<file path="config.mk">
export PLATFORM = sky130hd
export DESIGN_NAME = pflag_offset_unit
export DESIGN_NICKNAME = d
export VERILOG_FILES = /design/src/rtl/pfo_pkg.sv /design/src/rtl/pfo_bit_counter.sv /design/src/rtl/pfo_offset_regs.sv /design/src/rtl/pfo_flag_cmp.sv /design/src/rtl/pfo_ctrl.sv /design/src/rtl/pflag_offset_unit.sv
export SDC_FILE = /design/constraint.sdc
export NUM_CORES = 1
export LEC_CHECK = 0
export BUFFER_PORTS_ARGS = -buffer_cell sky130_fd_sc_hd__buf_2
export CAP_MARGIN = 20
export CORE_ASPECT_RATIO = 1.75
export CORE_MARGIN = 1
export CORE_UTILIZATION = 53
export DETAILED_ROUTE_END_ITERATION = 6
export HOLD_SLACK_MARGIN = 0.03
export PLACE_DENSITY = 0.78
export RECOVER_POWER = 25
export SYNTH_ARGS = -nofsm -noshare
export SYNTH_HDL_FRONTEND = slang
export SYNTH_SLANG_ARGS = --single-unit
</file>
<file path="constraint.sdc">
create_clock -name clk -period 2.4 [get_ports clk]
set_input_delay 0.24 -clock clk [delete_from_list [all_inputs] [get_ports clk]]
set_output_delay 0.24 -clock clk [all_outputs]
set_load 0.1 [all_outputs]
</file>
<file path="src/rtl/pfo_pkg.sv">
package pfo_pkg;

    typedef enum logic [2:0] {
        ST_RESET,
        ST_PAR_X,
        ST_PAR_Y,
        ST_SERIAL,
        ST_RUN
    } pfo_state_e;

    typedef enum logic [1:0] {
        LM_PRESET,
        LM_PARALLEL,
        LM_SERIAL
    } load_mode_e;

    // Decode the reset-time mode pins into a load source.
    function automatic load_mode_e decode_mode(input logic preset_sel,
                                               input logic [1:0] fsel);
        if (preset_sel && (fsel != 2'b00))
            return LM_PRESET;
        else if (!preset_sel && (fsel == 2'b10))
            return LM_SERIAL;
        else
            return LM_PARALLEL;
    endfunction

    // Preset offset value for a selector code; 0 when not a preset code.
    function automatic int unsigned preset_offset(input logic [1:0] fsel);
        unique case (fsel)
            2'b01:   return 8;
            2'b10:   return 16;
            2'b11:   return 64;
            default: return 0;
        endcase
    endfunction

endpackage

</file>
<file path="src/rtl/pfo_bit_counter.sv">
module pfo_bit_counter #(
    parameter int NBITS = 20
) (
    input  logic clk,
    input  logic rst_n,
    input  logic step_i,
    output logic last_o
);
    localparam int CNTW = $clog2(NBITS + 1);

    logic [CNTW-1:0] cnt_q;

    always_ff @(posedge clk) begin
        if (!rst_n)
            cnt_q <= '0;
        else if (step_i && (cnt_q != CNTW'(NBITS)))
            cnt_q <= cnt_q + 1'b1;
    end

    // The step that brings the count to NBITS captures the final bit.
    assign last_o = step_i && (cnt_q == CNTW'(NBITS - 1));

endmodule

</file>
<file path="src/rtl/pfo_offset_regs.sv">
module pfo_offset_regs #(
    parameter int AW = 10
) (
    input  logic          clk,
    input  logic          rst_n,
    input  logic [AW-1:0] preset_val_i,
    input  logic          ld_x_i,
    input  logic          ld_y_i,
    input  logic [AW-1:0] par_val_i,
    input  logic          shift_i,
    input  logic          ser_bit_i,
    output logic [AW-1:0] x_o,
    output logic [AW-1:0] y_o
);
    logic [AW-1:0] x_q, y_q;

    always_ff @(posedge clk) begin
        if (!rst_n) begin
            x_q <= preset_val_i;
            y_q <= preset_val_i;
        end else if (shift_i) begin
            // The pair {Y,X} forms one shift chain entered at X's LSB.
            {y_q, x_q} <= {y_q[AW-2:0], x_q, ser_bit_i};
        end else begin
            if (ld_x_i) x_q <= par_val_i;
            if (ld_y_i) y_q <= par_val_i;
        end
    end

    assign x_o = x_q;
    assign y_o = y_q;

endmodule

</file>
<file path="src/rtl/pfo_flag_cmp.sv">
module pfo_flag_cmp #(
    parameter int DEPTH = 1024,
    parameter int AW    = 10,
    parameter int CW    = 11
) (
    input  logic [CW-1:0] count_i,
    input  logic [AW-1:0] x_i,
    input  logic [AW-1:0] y_i,
    output logic          ae_n_o,
    output logic          af_n_o
);
    logic [CW-1:0] ae_lim;
    logic [CW-1:0] af_lim;

    always_comb begin
        ae_lim = {1'b0, x_i};
        af_lim = CW'(DEPTH) - {1'b0, y_i};
        ae_n_o = !(count_i <= ae_lim);
        af_n_o = !(count_i >= af_lim);
    end

endmodule

</file>
<file path="src/rtl/pfo_ctrl.sv">
module pfo_ctrl
    import pfo_pkg::*;
(
    input  logic       clk,
    input  logic       rst_n,
    input  logic       prst_n,
    input  logic       preset_sel_i,
    input  logic [1:0] fsel_i,
    input  logic       wr_en_i,
    input  logic       ser_en_n_i,
    input  logic       last_bit_i,
    output logic       ld_x_o,
    output logic       ld_y_o,
    output logic       shift_o,
    output logic       in_ready_o
);
    pfo_state_e state_q, state_nx;
    load_mode_e mode_q;

    // Mode pins are captured on every edge while the full reset is held.
    always_ff @(posedge clk) begin
        if (!rst_n)
            mode_q <= decode_mode(preset_sel_i, fsel_i);
    end

    // State register.
    always_ff @(posedge clk) begin
        if (!rst_n)
            state_q <= ST_RESET;
        else
            state_q <= state_nx;
    end

    // Next-state logic.
    always_comb begin
        state_nx = state_q;
        unique case (state_q)
            ST_RESET: begin
                unique case (mode_q)
                    LM_PRESET: state_nx = ST_RUN;
                    LM_SERIAL: state_nx = ST_SERIAL;
                    default:   state_nx = ST_PAR_X;
                endcase
            end
            ST_PAR_X:  if (wr_en_i) state_nx = ST_PAR_Y;
            ST_PAR_Y:  if (wr_en_i) state_nx = ST_RUN;
            ST_SERIAL: if (last_bit_i) state_nx = ST_RUN;
            ST_RUN:    state_nx = ST_RUN;
            default:   state_nx = ST_RESET;
        endcase
    end

    // Output decode.
    always_comb begin
        ld_x_o     = 1'b0;
        ld_y_o     = 1'b0;
        shift_o    = 1'b0;
        in_ready_o = 1'b0;
        unique case (state_q)
            ST_PAR_X:  ld_x_o = wr_en_i;
            ST_PAR_Y:  ld_y_o = wr_en_i;
            ST_SERIAL: shift_o = !ser_en_n_i;
            ST_RUN:    in_ready_o = prst_n;
            default:   ;
        endcase
    end

endmodule

</file>
<file path="src/rtl/pflag_offset_unit.sv">
module pflag_offset_unit
    import pfo_pkg::*;
#(
    parameter int DEPTH = 1024,
    localparam int AW   = $clog2(DEPTH),
    localparam int CW   = AW + 1
) (
    input  logic          clk,
    input  logic          rst_n,
    input  logic          prst_n,
    input  logic          preset_sel_i,
    input  logic [1:0]    fsel_i,
    input  logic          ser_bit_i,
    input  logic          ser_en_n_i,
    input  logic          wr_en_i,
    input  logic [AW-1:0] wr_data_i,
    input  logic [CW-1:0] word_cnt_i,
    output logic          almost_empty_n_o,
    output logic          almost_full_n_o,
    output logic [AW-1:0] x_off_o,
    output logic [AW-1:0] y_off_o,
    output logic          in_ready_o
);
    localparam int NBITS = 2 * AW;

    logic          ld_x, ld_y, shift_en, last_bit;
    logic [AW-1:0] preset_val;

    always_comb begin
        if (decode_mode(preset_sel_i, fsel_i) == LM_PRESET)
            preset_val = AW'(preset_offset(fsel_i));
        else
            preset_val = '0;
    end

    pfo_ctrl u_ctrl (
        .clk          (clk),
        .rst_n        (rst_n),
        .prst_n       (prst_n),
        .preset_sel_i (preset_sel_i),
        .fsel_i       (fsel_i),
        .wr_en_i      (wr_en_i),
        .ser_en_n_i   (ser_en_n_i),
        .last_bit_i   (last_bit),
        .ld_x_o       (ld_x),
        .ld_y_o       (ld_y),
        .shift_o      (shift_en),
        .in_ready_o   (in_ready_o)
    );

    pfo_bit_counter #(.NBITS(NBITS)) u_cnt (
        .clk    (clk),
        .rst_n  (rst_n),
        .step_i (shift_en),
        .last_o (last_bit)
    );

    pfo_offset_regs #(.AW(AW)) u_regs (
        .clk          (clk),
        .rst_n        (rst_n),
        .preset_val_i (preset_val),
        .ld_x_i       (ld_x),
        .ld_y_i       (ld_y),
        .par_val_i    (wr_data_i),
        .shift_i      (shift_en),
        .ser_bit_i    (ser_bit_i),
        .x_o          (x_off_o),
        .y_o          (y_off_o)
    );

    pfo_flag_cmp #(.DEPTH(DEPTH), .AW(AW), .CW(CW)) u_cmp (
        .count_i (word_cnt_i),
        .x_i     (x_off_o),
        .y_i     (y_off_o),
        .ae_n_o  (almost_empty_n_o),
        .af_n_o  (almost_full_n_o)
    );

endmodule

</file>
==> summary.txt, run 1 <==
Pwr
  – Proportion of power drawn by the clock network: 0.197
  – P_int: 1.049 mW
  – Switching Power: 0.8130 mW
  – Combinational Power Share: 0.426
  – Total power: 1.862 mW
  – Static leakage: 1.154 nW
  – Power Density: 708.1 mW/mm2
  – Sw Share: 0.4365
  – VDD IR max: 0.0009295 V
  – Flop pwr share: 0.377

Critical path
  – Critical Path Fanout Max: 2
  – CP peak stage delay: 430 ps
  – Worst reg-to-reg setup slack: 720 ps
  – Cells along the critical path: nor4_4, nand2_2, nor3_2, xor2_1, ha_1, a21o_1, a21o_1, a221oi_4, buf_12
  – Setup CP Type: flop to primary output
  – Element type at the critical path end: primary output
  – Crit path arrival time: 2590 ps
  – Most frequent CP cell: a21o_1
  – Critical Path Source Type: flop
  – Worst-path cell with the longest stage delay: edfxtp_1
  – WP data required: 2160 ps

Floorplan
  – Die area: 0.004244 mm2
  – Chip width: 49.68 um
  – # IOs: 53
  – Die Y: 85.44 um
  – Num rows: 30
  – Initial Utilization: 0.5507
  – Core ar.: 0.003829 mm2

STA
  – WHS: 313.9 ps
  – Hold Vio Cnt, Final: 0
  – RSZ-0062 raised after global routing: true
  – Fin worst setup slack: -429.7 ps
  – Final setup violation count: 1
  – Slew Viols, Final: 0
  – Tmin final: 2830 ps
  – Max Fclk: 353.4 MHz
  – Worst-margin pin slew: 1158 ps
  – Share of the clock period used by the worst path: 1.179
  – Skew final: 3.157 ps
  – Setup TNS: -429.7 ps
  – Rel. slew slack: 0.2310

Layout
  – FILL cells: 356
  – Share of cells above drive strength 1: 0.2389
  – Non-Filler Instances: 341
  – Fin area: 0.002630 mm2
  – Post-layout utilization of the core: 0.6869
  – Area growth syn-to-layout: 24.75%
  – Antenna diodes: 0
  – Final net count: 347

Logic synthesis
  – Seq/Total Area, Yosys: 0.3893
  – Number of flops mapped to enable cells by yosys: 22
  – Netlist cell types: 42
  – Mapped Cells: 230
  – Leading cell types by total area after synthesis: edfxtp_1 31%, ha_1 14%, dfxtp_1 7.6%, a21oi_1 7.4%, nand2_1 5.5%
  – Synth top area share: 0.3134
  – Net Count, Synth: 284
  – Seq cells post-synth: 30
  – Main synth FF type: edfxtp_1
  – Post-synth ARST share: 0
  – Top cell type by total area after synthesis: edfxtp_1
  – Synthesized area: 0.002108 mm2
  – Syn avg cell area: 9.166 um2
  – YS warnings: 0

Placed design
  – IO buf count: 52
  – GPL Wtd Cong: 0.8210
  – Hpwl dp: 3859 um
  – Area after DPL: 0.002551 mm2
  – Placed cells: 334
  – Dpl ws: -174.1 ps

GRT
  – Initial antenna violation count: 0
  – GRT Overall Usage: 0.2423
  – Largest net degree at the start of global routing: 25
  – First-pass GRT wire length: 7928 um
  – Vias in the first global route: 1859
  – GRT overflow: 0

Clock tree
  – Total CTS buffers: 5
  – CTS tree: built
  – Post-CTS Setup Repair Bufs: 0
  – TritonCTS Sinks: 30
  – Clock latency on the worst-skew pair: 270 ps
  – Hold Buf Count CTS: 0
  – Clk pin slew, worst setup/hold paths: 60 ps
  – Clock Tree Buf Depth: 2
  – Root Driver: clkbuf_8
  – H-tree depth: 2

Route
  – Via Count: 1879
  – Vias per std cell: 5.510
  – DRC: 0
  – Wire per inst: 14.05 um
  – First-pass DRT Iterations: 4
  – Detail Route Antenna Nets: 0
  – Final WL: 4790 um
  – Initial drt markers: 38

Hold path
  – Hold Path Class: primary input to flop

Job
  – Max-cap violations: 0

Outcome
  – Failing checks: negative setup slack
  – Status: complete, but fails checks
-- final timing paths --
path | from | end | cells after the start
setup / recovery | u_regs.y_o[4] | almost_full_n_o | 9
hold / removal | fsel_i[0] | u_ctrl.mode_q[0] | 2
setup reg to reg | u_ctrl.state_q[1] | u_regs.y_o[6] | 5
hold reg to reg | u_cnt.cnt_q[1] | u_cnt.cnt_q[1] | 2
-- cell usage after synthesis, types with 2 or more instances --
library cell and number:
dfxtp_1 8, a21oi_1 31, and3_1 3, nor3_1 3
o22ai_1 2, ha_1 24, o21ai_1 5, xnor2_1 4
nand2_1 31, nor2_1 10, nand3_1 8, nand4b_1 2
nor4_2 2, nor2b_1 7, edfxtp_1 22, and4bb_1 2
clkbuf_1 2, xor2_1 8, a21o_1 3, nand2b_1 2
o211ai_1 2, o21ai_0 3, nand4_1 5, inv_1 18
buf_4 3, nand3b_1 4
-- power groups by stage --
stage / sequential (mW) / clock [mW] / combinational, mW
after floorplan: 0.974 / 0 / 0.357
after global placement: 0.708 / 0 / 0.787
after detailed placement: 0.708 / 0 / 0.800
after CTS: 0.699 / 0.373 / 0.804
after global routing: 0.711 / 0.399 / 0.852
final: 0.702 / 0.368 / 0.793
-- routing by layer --
metal | part of all wire | global-route usage
met5 | 0 | 0
met1 | 0.38 | 0.2546
met4 | 0.029 | 0.09610
met3 | 0.030 | 0.03047
met2 | 0.56 | 0.4668
-- cell families after synthesis --
| kind of cell | count (synthesis) | share of synthesized area |
|---|---|---|
| AOI/OAI and AO/OA | 52 | 0.1401 |
| xor gates and xnor gates | 12 | 0.04985 |
| adders and majority gates | 24 | 0.1424 |
| buffers and inverters | 26 | 0.05578 |
| DFF | 30 | 0.3893 |
| muxes | 1 | 0.004748 |
| and+or+nand+nor | 85 | 0.2178 |
-- repair_timing --
item,CTS,global route
endpoints found under the setup margin,2,1
pin swaps,0,0
resized for setup,3,0
-- layout by cell type, fill, tap and decap left out, types with 5 or more instances in the layout --
cell type | synthesis | final
o21ai_1 | 5 | 5
buf_2 | 1 | 37
nor2b_1 | 7 | 7
clkbuf_1 | 2 | 13
clkbuf_8 | 0 | 5
nand3_1 | 8 | 8
xor2_1 | 8 | 8
nor2_1 | 10 | 10
a21oi_1 | 31 | 31
ha_1 | 24 | 23
dfxtp_1 | 8 | 8
nand2_1 | 31 | 29
nand4_1 | 5 | 5
buf_4 | 3 | 12
inv_1 | 18 | 16
edfxtp_1 | 22 | 22
-- worst max-delay path, delay by kind of cell (launching register included) --
| family | cells | cell delay (ps) |
|---|---|---|
| buffers and inverters | 1 | 210 |
| adders and majority gates | 1 | 260 |
| DFF | 1 | 430 |
| xor gates and xnor gates | 1 | 160 |
| and+or+nand+nor | 3 | 560 |
| AOI/OAI and AO/OA | 3 | 680 |
-- flip-flops by register name, summed over array words and instances, names as in the netlist --
signal          count
u_regs.x_o         10
u_regs.y_o         10
u_ctrl.mode_q       2
u_ctrl.state_q      3
u_cnt.cnt_q         5
-- final cells by class --
class	instances	area, um2	area share
inverters	18	67.56	0.02569
clock buffers	5	68.82	0.02617
repair buffers	64	364.1	0.1384
well taps	48	60.06	0.02284
flip-flops and latches	30	820.8	0.3121
clock inverters	2	10.01	0.003806
multi-input cells	174	1239	0.4710
No activity file was read; power rests on OpenSTA's default activity.
==> run 2, diff against run 1 <==
--- a/config.mk
+++ b/config.mk
@@ -7,7 +7,6 @@
 export LEC_CHECK = 0
 export BUFFER_PORTS_ARGS = -buffer_cell sky130_fd_sc_hd__buf_2
 export CAP_MARGIN = 20
-export CORE_ASPECT_RATIO = 1.75
 export CORE_MARGIN = 1
 export CORE_UTILIZATION = 53
 export DETAILED_ROUTE_END_ITERATION = 6
==> run 2 against run 1 <==
Final cell count rose by 0.29%. Critical endpoint unchanged. Critical path type unchanged. Critical path depth did not move. The run still ends with negative setup slack left. Combinational power fell by 0.6%. Count of clock-buffer cells in the layout rose by 1. Largest power group unchanged. Sequential power barely moved. Sequential share of layout area barely moved. Global-route usage fell by 0.87 points. Via count rose by 0.21%. First-iteration DRC count rose by 53%. Highest routed layer unchanged. Clock skew fell by 1.8 ps. Flip-flop and latch count did not move.
==> summary.txt, run 2 (synthesis results as in run 1) <==
Critical path
  – WP data required: 2160 ps
  – Critical Path Source Type: flop
  – Critical Path Fanout Max: 3
  – Worst Reg-to-Reg Cells: 4
  – R2R Path End: u_regs.x_o[8]
  – CP peak stage delay: 430 ps
  – Crit path arrival time: 2620 ps
  – Element type at the critical path end: primary output
  – Setup CP Type: flop to primary output
  – R2R Path Start: u_ctrl.state_q[0]
  – Worst-path cell with the longest stage delay: edfxtp_1
  – Cells along the critical path: nor4_4, nand2_2, nor3_2, xor2_1, ha_1, a21o_1, a21o_1, a221oi_4, buf_12
  – Most frequent CP cell: a21o_1
  – Worst reg-to-reg setup slack: 620 ps

Clock tree
  – Clock Tree Buf Depth: 2
  – Post-CTS Setup Repair Bufs: 0
  – CTS tree: built
  – Clk pin slew, worst setup/hold paths: 60 ps
  – TritonCTS Sinks: 30
  – Total CTS buffers: 5
  – Root Driver: clkbuf_8
  – H-tree depth: 2
  – Clock latency on the worst-skew pair: 270 ps
  – Hold Buf Count CTS: 0

STA
  – Slew Viols, Final: 0
  – Skew final: 1.403 ps
  – RSZ-0062 raised after global routing: true
  – Final setup violation count: 1
  – WHS: 306.1 ps
  – Worst-margin pin slew: 1172 ps
  – Hold Vio Cnt, Final: 0
  – Share of the clock period used by the worst path: 1.190
  – Max Fclk: 350.2 MHz
  – Rel. slew slack: 0.2223
  – Fin worst setup slack: -455.7 ps
  – Setup TNS: -455.7 ps
  – Tmin final: 2856 ps

GRT
  – Initial antenna violation count: 0
  – GRT Overall Usage: 0.2336
  – GRT Max-Usage Layer: met2
  – First-pass GRT wire length: 7389 um
  – Grt met2 use: 0.3763
  – Largest net degree at the start of global routing: 19
  – Vias in the first global route: 1716
  – Met3 Track Usage GR: 0.05634
  – Met1 Use GR: 0.3037
  – GRT overflow: 0

Pwr
  – VDD IR max: 0.0005319 V
  – Static leakage: 1.151 nW
  – Sw Share: 0.4377
  – P_int: 1.050 mW
  – Combinational Power Share: 0.422
  – Proportion of power drawn by the clock network: 0.203
  – Flop pwr share: 0.375
  – Switching Power: 0.8172 mW
  – Total power: 1.867 mW
  – Power Density: 709.5 mW/mm2

Route
  – Detail Route Antenna Nets: 0
  – DRC: 0
  – Initial drt markers: 58
  – Final WL: 4711 um
  – Via Count: 1883
  – Vias per std cell: 5.506
  – Wire per inst: 13.77 um
  – First-pass DRT Iterations: 4

Floorplan
  – # IOs: 53
  – Initial Utilization: 0.5632
  – Die Y: 65.07 um
  – Num rows: 22
  – Core ar.: 0.003744 mm2
  – Chip width: 65.07 um
  – Die area: 0.004234 mm2

Outcome
  – Status: complete, but fails checks
  – Failing checks: negative setup slack

Hold path
  – WHS Endpoint: u_ctrl.state_q[1]
  – Hold path cells: 3
  – Hold Path Class: primary input to flop
  – Hold Crit Start: wr_en_i

Layout
  – Final net count: 347
  – Area growth syn-to-layout: 24.81%
  – Antenna diodes: 0
  – FILL cells: 307
  – Share of cells above drive strength 1: 0.2381
  – Most frequent cells in the layout: 36 x buf_2, 31 x a21oi_1, 30 x nand2_1
  – Post-layout utilization of the core: 0.7029
  – Commonest non-fill, non-tap cell in the layout: buf_2
  – Register Area: 820.8 um2
  – Fin area: 0.002631 mm2
  – Multi-input logic area: 0.001251 mm2

Job
  – Max-cap violations: 0

Placed design
  – IO buf count: 52
  – Hpwl dp: 3697 um
  – Area after DPL: 0.002536 mm2
  – GPL Wtd Cong: 0.7989
==> run 2: layout make-up <==
type                       instances  share of cell area
clock inverter                     2            0.003329
timing repair buffer              64              0.1331
clock buffer                       6             0.02758
multi-input combinational        174              0.4755
sequential                        30              0.3119
tap                               48             0.02282
inverter                          18             0.02568
==> run 2: worst max path at each step <==
stage                        startpoint         endpoint  slack, ps  cells after the start
after global routing      u_regs.y_o[4]  almost_full_n_o       -580                     10
after CTS                 u_regs.y_o[4]  almost_full_n_o       -460                      9
final                     u_regs.y_o[4]  almost_full_n_o       -460                      9
after detailed placement  u_regs.y_o[4]  almost_full_n_o       -160                     10
after floorplan           u_regs.y_o[4]  almost_full_n_o      -1060                      8
after global placement    u_regs.y_o[4]  almost_full_n_o       -130                      9
==> run 2: worst max-delay path, delay by kind of cell (launching register included) <==
family	cells	cell delay [ps]
and+or+nand+nor	3	590
adders and majority gates	1	260
AOI/OAI and AO/OA	3	690
xor gates and xnor gates	1	170
buffers and inverters	1	210
DFF	1	430
==> run 2: through the flow <==
stage / setup slack, ps / instances
floorplan: -1064 / 230
global placement: -128.4 / 334
detailed placement: -156.6 / 334
CTS: -459.4 / 342
global route: -581.1 / 342
finish: -455.7 / 342
==> run 2: per-layer routing <==
| layer | wire length (um) | vias to the layer above |
|---|---|---|
| met1 | 2192 | 876 |
| met4 | 59 | 0 |
| li1 | - | 952 |
| met2 | 2241 | 48 |
| met5 | 0 | - |
| met3 | 218 | 7 |
==> run 2: power groups by stage <==
| stage | Clock (mW) | Combinational [mW] | Sequential [mW] |
|---|---|---|---|
| after floorplan | 0 | 0.357 | 0.974 |
| after global placement | 0 | 0.769 | 0.709 |
| after detailed placement | 0 | 0.782 | 0.711 |
| after CTS | 0.385 | 0.787 | 0.699 |
| after global routing | 0.416 | 0.848 | 0.710 |
| final | 0.378 | 0.788 | 0.701 |
==> run 2: repair_timing <==
item                       CTS  global route
pin swaps                    0             1
resized for setup            1             5
setup endpoints to repair    1             2
==> run 3, diff against run 2 <==
--- a/config.mk
+++ b/config.mk
@@ -13,6 +13,7 @@
 export HOLD_SLACK_MARGIN = 0.03
 export PLACE_DENSITY = 0.78
 export RECOVER_POWER = 25
+export REMOVE_ABC_BUFFERS = 1
 export SYNTH_ARGS = -nofsm -noshare
 export SYNTH_HDL_FRONTEND = slang
 export SYNTH_SLANG_ARGS = --single-unit
==> run 3 against run 2 <==
Critical path type unchanged. Die area unchanged. Global-route usage increased by 1.4 points. The run still ends with negative setup slack left. Wire length increased by 4.0%. Final area decreased by 1.2%. Fmax decreased by 2.1%. Critical path depth increased by 2.
==> summary.txt, run 3 (synthesis results as in run 1) <==
Pwr
  – Sw Share: 0.4396
  – Power Density: 717.1 mW/mm2
  – VDD IR max: 0.0003755 V
  – Proportion of power drawn by the clock network: 0.206
  – Flop pwr share: 0.377
  – Switching Power: 0.8192 mW
  – P_int: 1.044 mW
  – Static leakage: 1.153 nW
  – Combinational Power Share: 0.417

GRT
  – GRT Overall Usage: 0.2476
  – First-pass GRT wire length: 7983 um
  – Vias in the first global route: 1857
  – Initial antenna violation count: 0
  – Largest net degree at the start of global routing: 21
  – GRT overflow: 0

Route
  – Top layer in use: met4
  – Detail Route Antenna Nets: 0
  – Vias per std cell: 5.607
  – DRC: 0
  – Wire length on met3: 245 um
  – DR WL met2: 2447 um
  – Initial drt markers: 56
  – WL met1: 2139 um
  – Via Count: 1940
  – Wire per inst: 14.16 um
  – Final WL: 4900 um
  – First-pass DRT Iterations: 4

Critical path
  – WP data required: 2160 ps
  – Most frequent CP cell: buf_4
  – Critical Path Source Type: flop
  – Crit path arrival time: 2680 ps
  – Worst reg-to-reg setup slack: 650 ps
  – R2R Path End: u_regs.x_o[3]
  – CP peak stage delay: 440 ps
  – Cells along the critical path: nor4_4, nand2_1, buf_4, xnor2_1, ha_1, a21oi_2, and3_1, o21ai_1, a221oi_2, buf_4, buf_12
  – Setup CP Type: flop to primary output
  – Critical Path Fanout Max: 4
  – Worst-path cell with the longest stage delay: edfxtp_1
  – Element type at the critical path end: primary output
  – Worst Reg-to-Reg Cells: 4
  – Critical path buffers and inverters: 3
  – Kind of cell adding the most delay to the critical path: simple AND/OR/NAND/NOR gates
  – R2R Path Start: u_ctrl.state_q[0]

Floorplan
  – Initial Utilization: 0.5632
  – # IOs: 53
  – Die Y: 65.07 um
  – Die area: 0.004234 mm2
  – Core ar.: 0.003744 mm2
  – Num rows: 22
  – Chip width: 65.07 um

STA
  – Tmin final: 2918 ps
  – Slew Viols, Final: 0
  – Final setup violation count: 1
  – RSZ-0062 raised after global routing: true
  – Max Fclk: 342.8 MHz
  – Hold Vio Cnt, Final: 0
  – Share of the clock period used by the worst path: 1.216
  – WHS: 309.1 ps
  – Setup TNS: -517.5 ps
  – Worst-margin pin slew: 1170 ps
  – Skew final: 4.261 ps
  – Fin worst setup slack: -517.5 ps
  – Rel. slew slack: 0.2231

Clock tree
  – TritonCTS Sinks: 30
  – Clk pin slew, worst setup/hold paths: 60 ps
  – Clock latency on the worst-skew pair: 280 ps
  – Total CTS buffers: 5
  – CTS tree: built
  – Root Driver: clkbuf_8
  – H-tree depth: 2
  – Clock Tree Buf Depth: 2

Job
  – Max-cap violations: 0

Placed design
  – IO buf count: 52
  – Hpwl dp: 3789 um
  – GPL Wtd Cong: 0.8273

Layout
  – Antenna diodes: 0
  – Share of cells above drive strength 1: 0.2248
  – FILL cells: 330
  – Most frequent cells in the layout: 37 x buf_2, 30 x a21oi_1, 30 x nand2_1
  – Commonest non-fill, non-tap cell in the layout: buf_2
  – Area growth syn-to-layout: 23.26%
  – Final net count: 351

Hold path
  – Hold path cells: 2
  – Hold Path Class: primary input to flop
  – Hold Crit Start: fsel_i[0]
  – WHS Endpoint: u_ctrl.mode_q[0]

Outcome
  – Failing checks: negative setup slack
  – Status: complete, but fails checks
run 3: changes by cell type in the layout (fill, tap and decap cells not counted), sizes merged:
cell / change
buf: +4
run 3: area by class of cell:
type / instances / area (um2) / area share
clock buffers: 6 / 72.57 / 0.02792
clock inverters: 2 / 8.758 / 0.003370
inverters: 18 / 67.56 / 0.02600
multi-input cells: 174 / 1191 / 0.4584
flip-flops and latches: 30 / 820.8 / 0.3158
well taps: 48 / 60.06 / 0.02311
repair buffers: 68 / 377.9 / 0.1454
run 3: power groups by stage:
stage | combinational [mW] | clock (mW) | sequential, mW
floorplan | 0.308 | 0 | 0.982
global placement | 0.753 | 0 | 0.706
detailed placement | 0.768 | 0 | 0.707
CTS | 0.776 | 0.391 | 0.696
global route | 0.839 | 0.416 | 0.709
finish | 0.777 | 0.385 | 0.702
run 3: timing repair:
action                     in CTS  in global routing
setup endpoints to repair       1                  1
gates resized for setup         1                  3
hold buffers                    0                  0
pin swaps                       7                  4
setup buffers                   1                  1
run 3: worst max-delay path by stage:
stage / depth (start not counted) / slack (ps) / from / end
floorplan: 9 / -2500 / u_regs.y_o[0] / almost_full_n_o
global placement: 10 / -160 / u_regs.y_o[4] / almost_full_n_o
detailed placement: 10 / -200 / u_regs.y_o[4] / almost_full_n_o
CTS: 11 / -490 / u_regs.y_o[2] / almost_full_n_o
global route: 10 / -660 / u_regs.y_o[4] / almost_full_n_o
finish: 11 / -520 / u_regs.y_o[4] / almost_full_n_o
run 3: per-stage QoR:
step                      instances  worst slack, ps  instance area (um2)  power [mW]  utilization
final                           346           -517.5                 2599       1.863       0.6942
after global routing            346           -664.5                 2599       1.964       0.6942
after CTS                       345           -485.2                 2594       1.862       0.6928
after detailed placement        336           -201.4                 2499       1.475       0.6674
after global placement          336           -160.2                 2499       1.459       0.6674
after floorplan                 222            -2499                 2058       1.290            -
run 3: per-layer routing:
layer	vias to the layer above	track usage
li1	957	-
met3	9	0.05810
met4	0	0.07065
met5	-	0
met1	919	0.2894
met2	55	0.4466
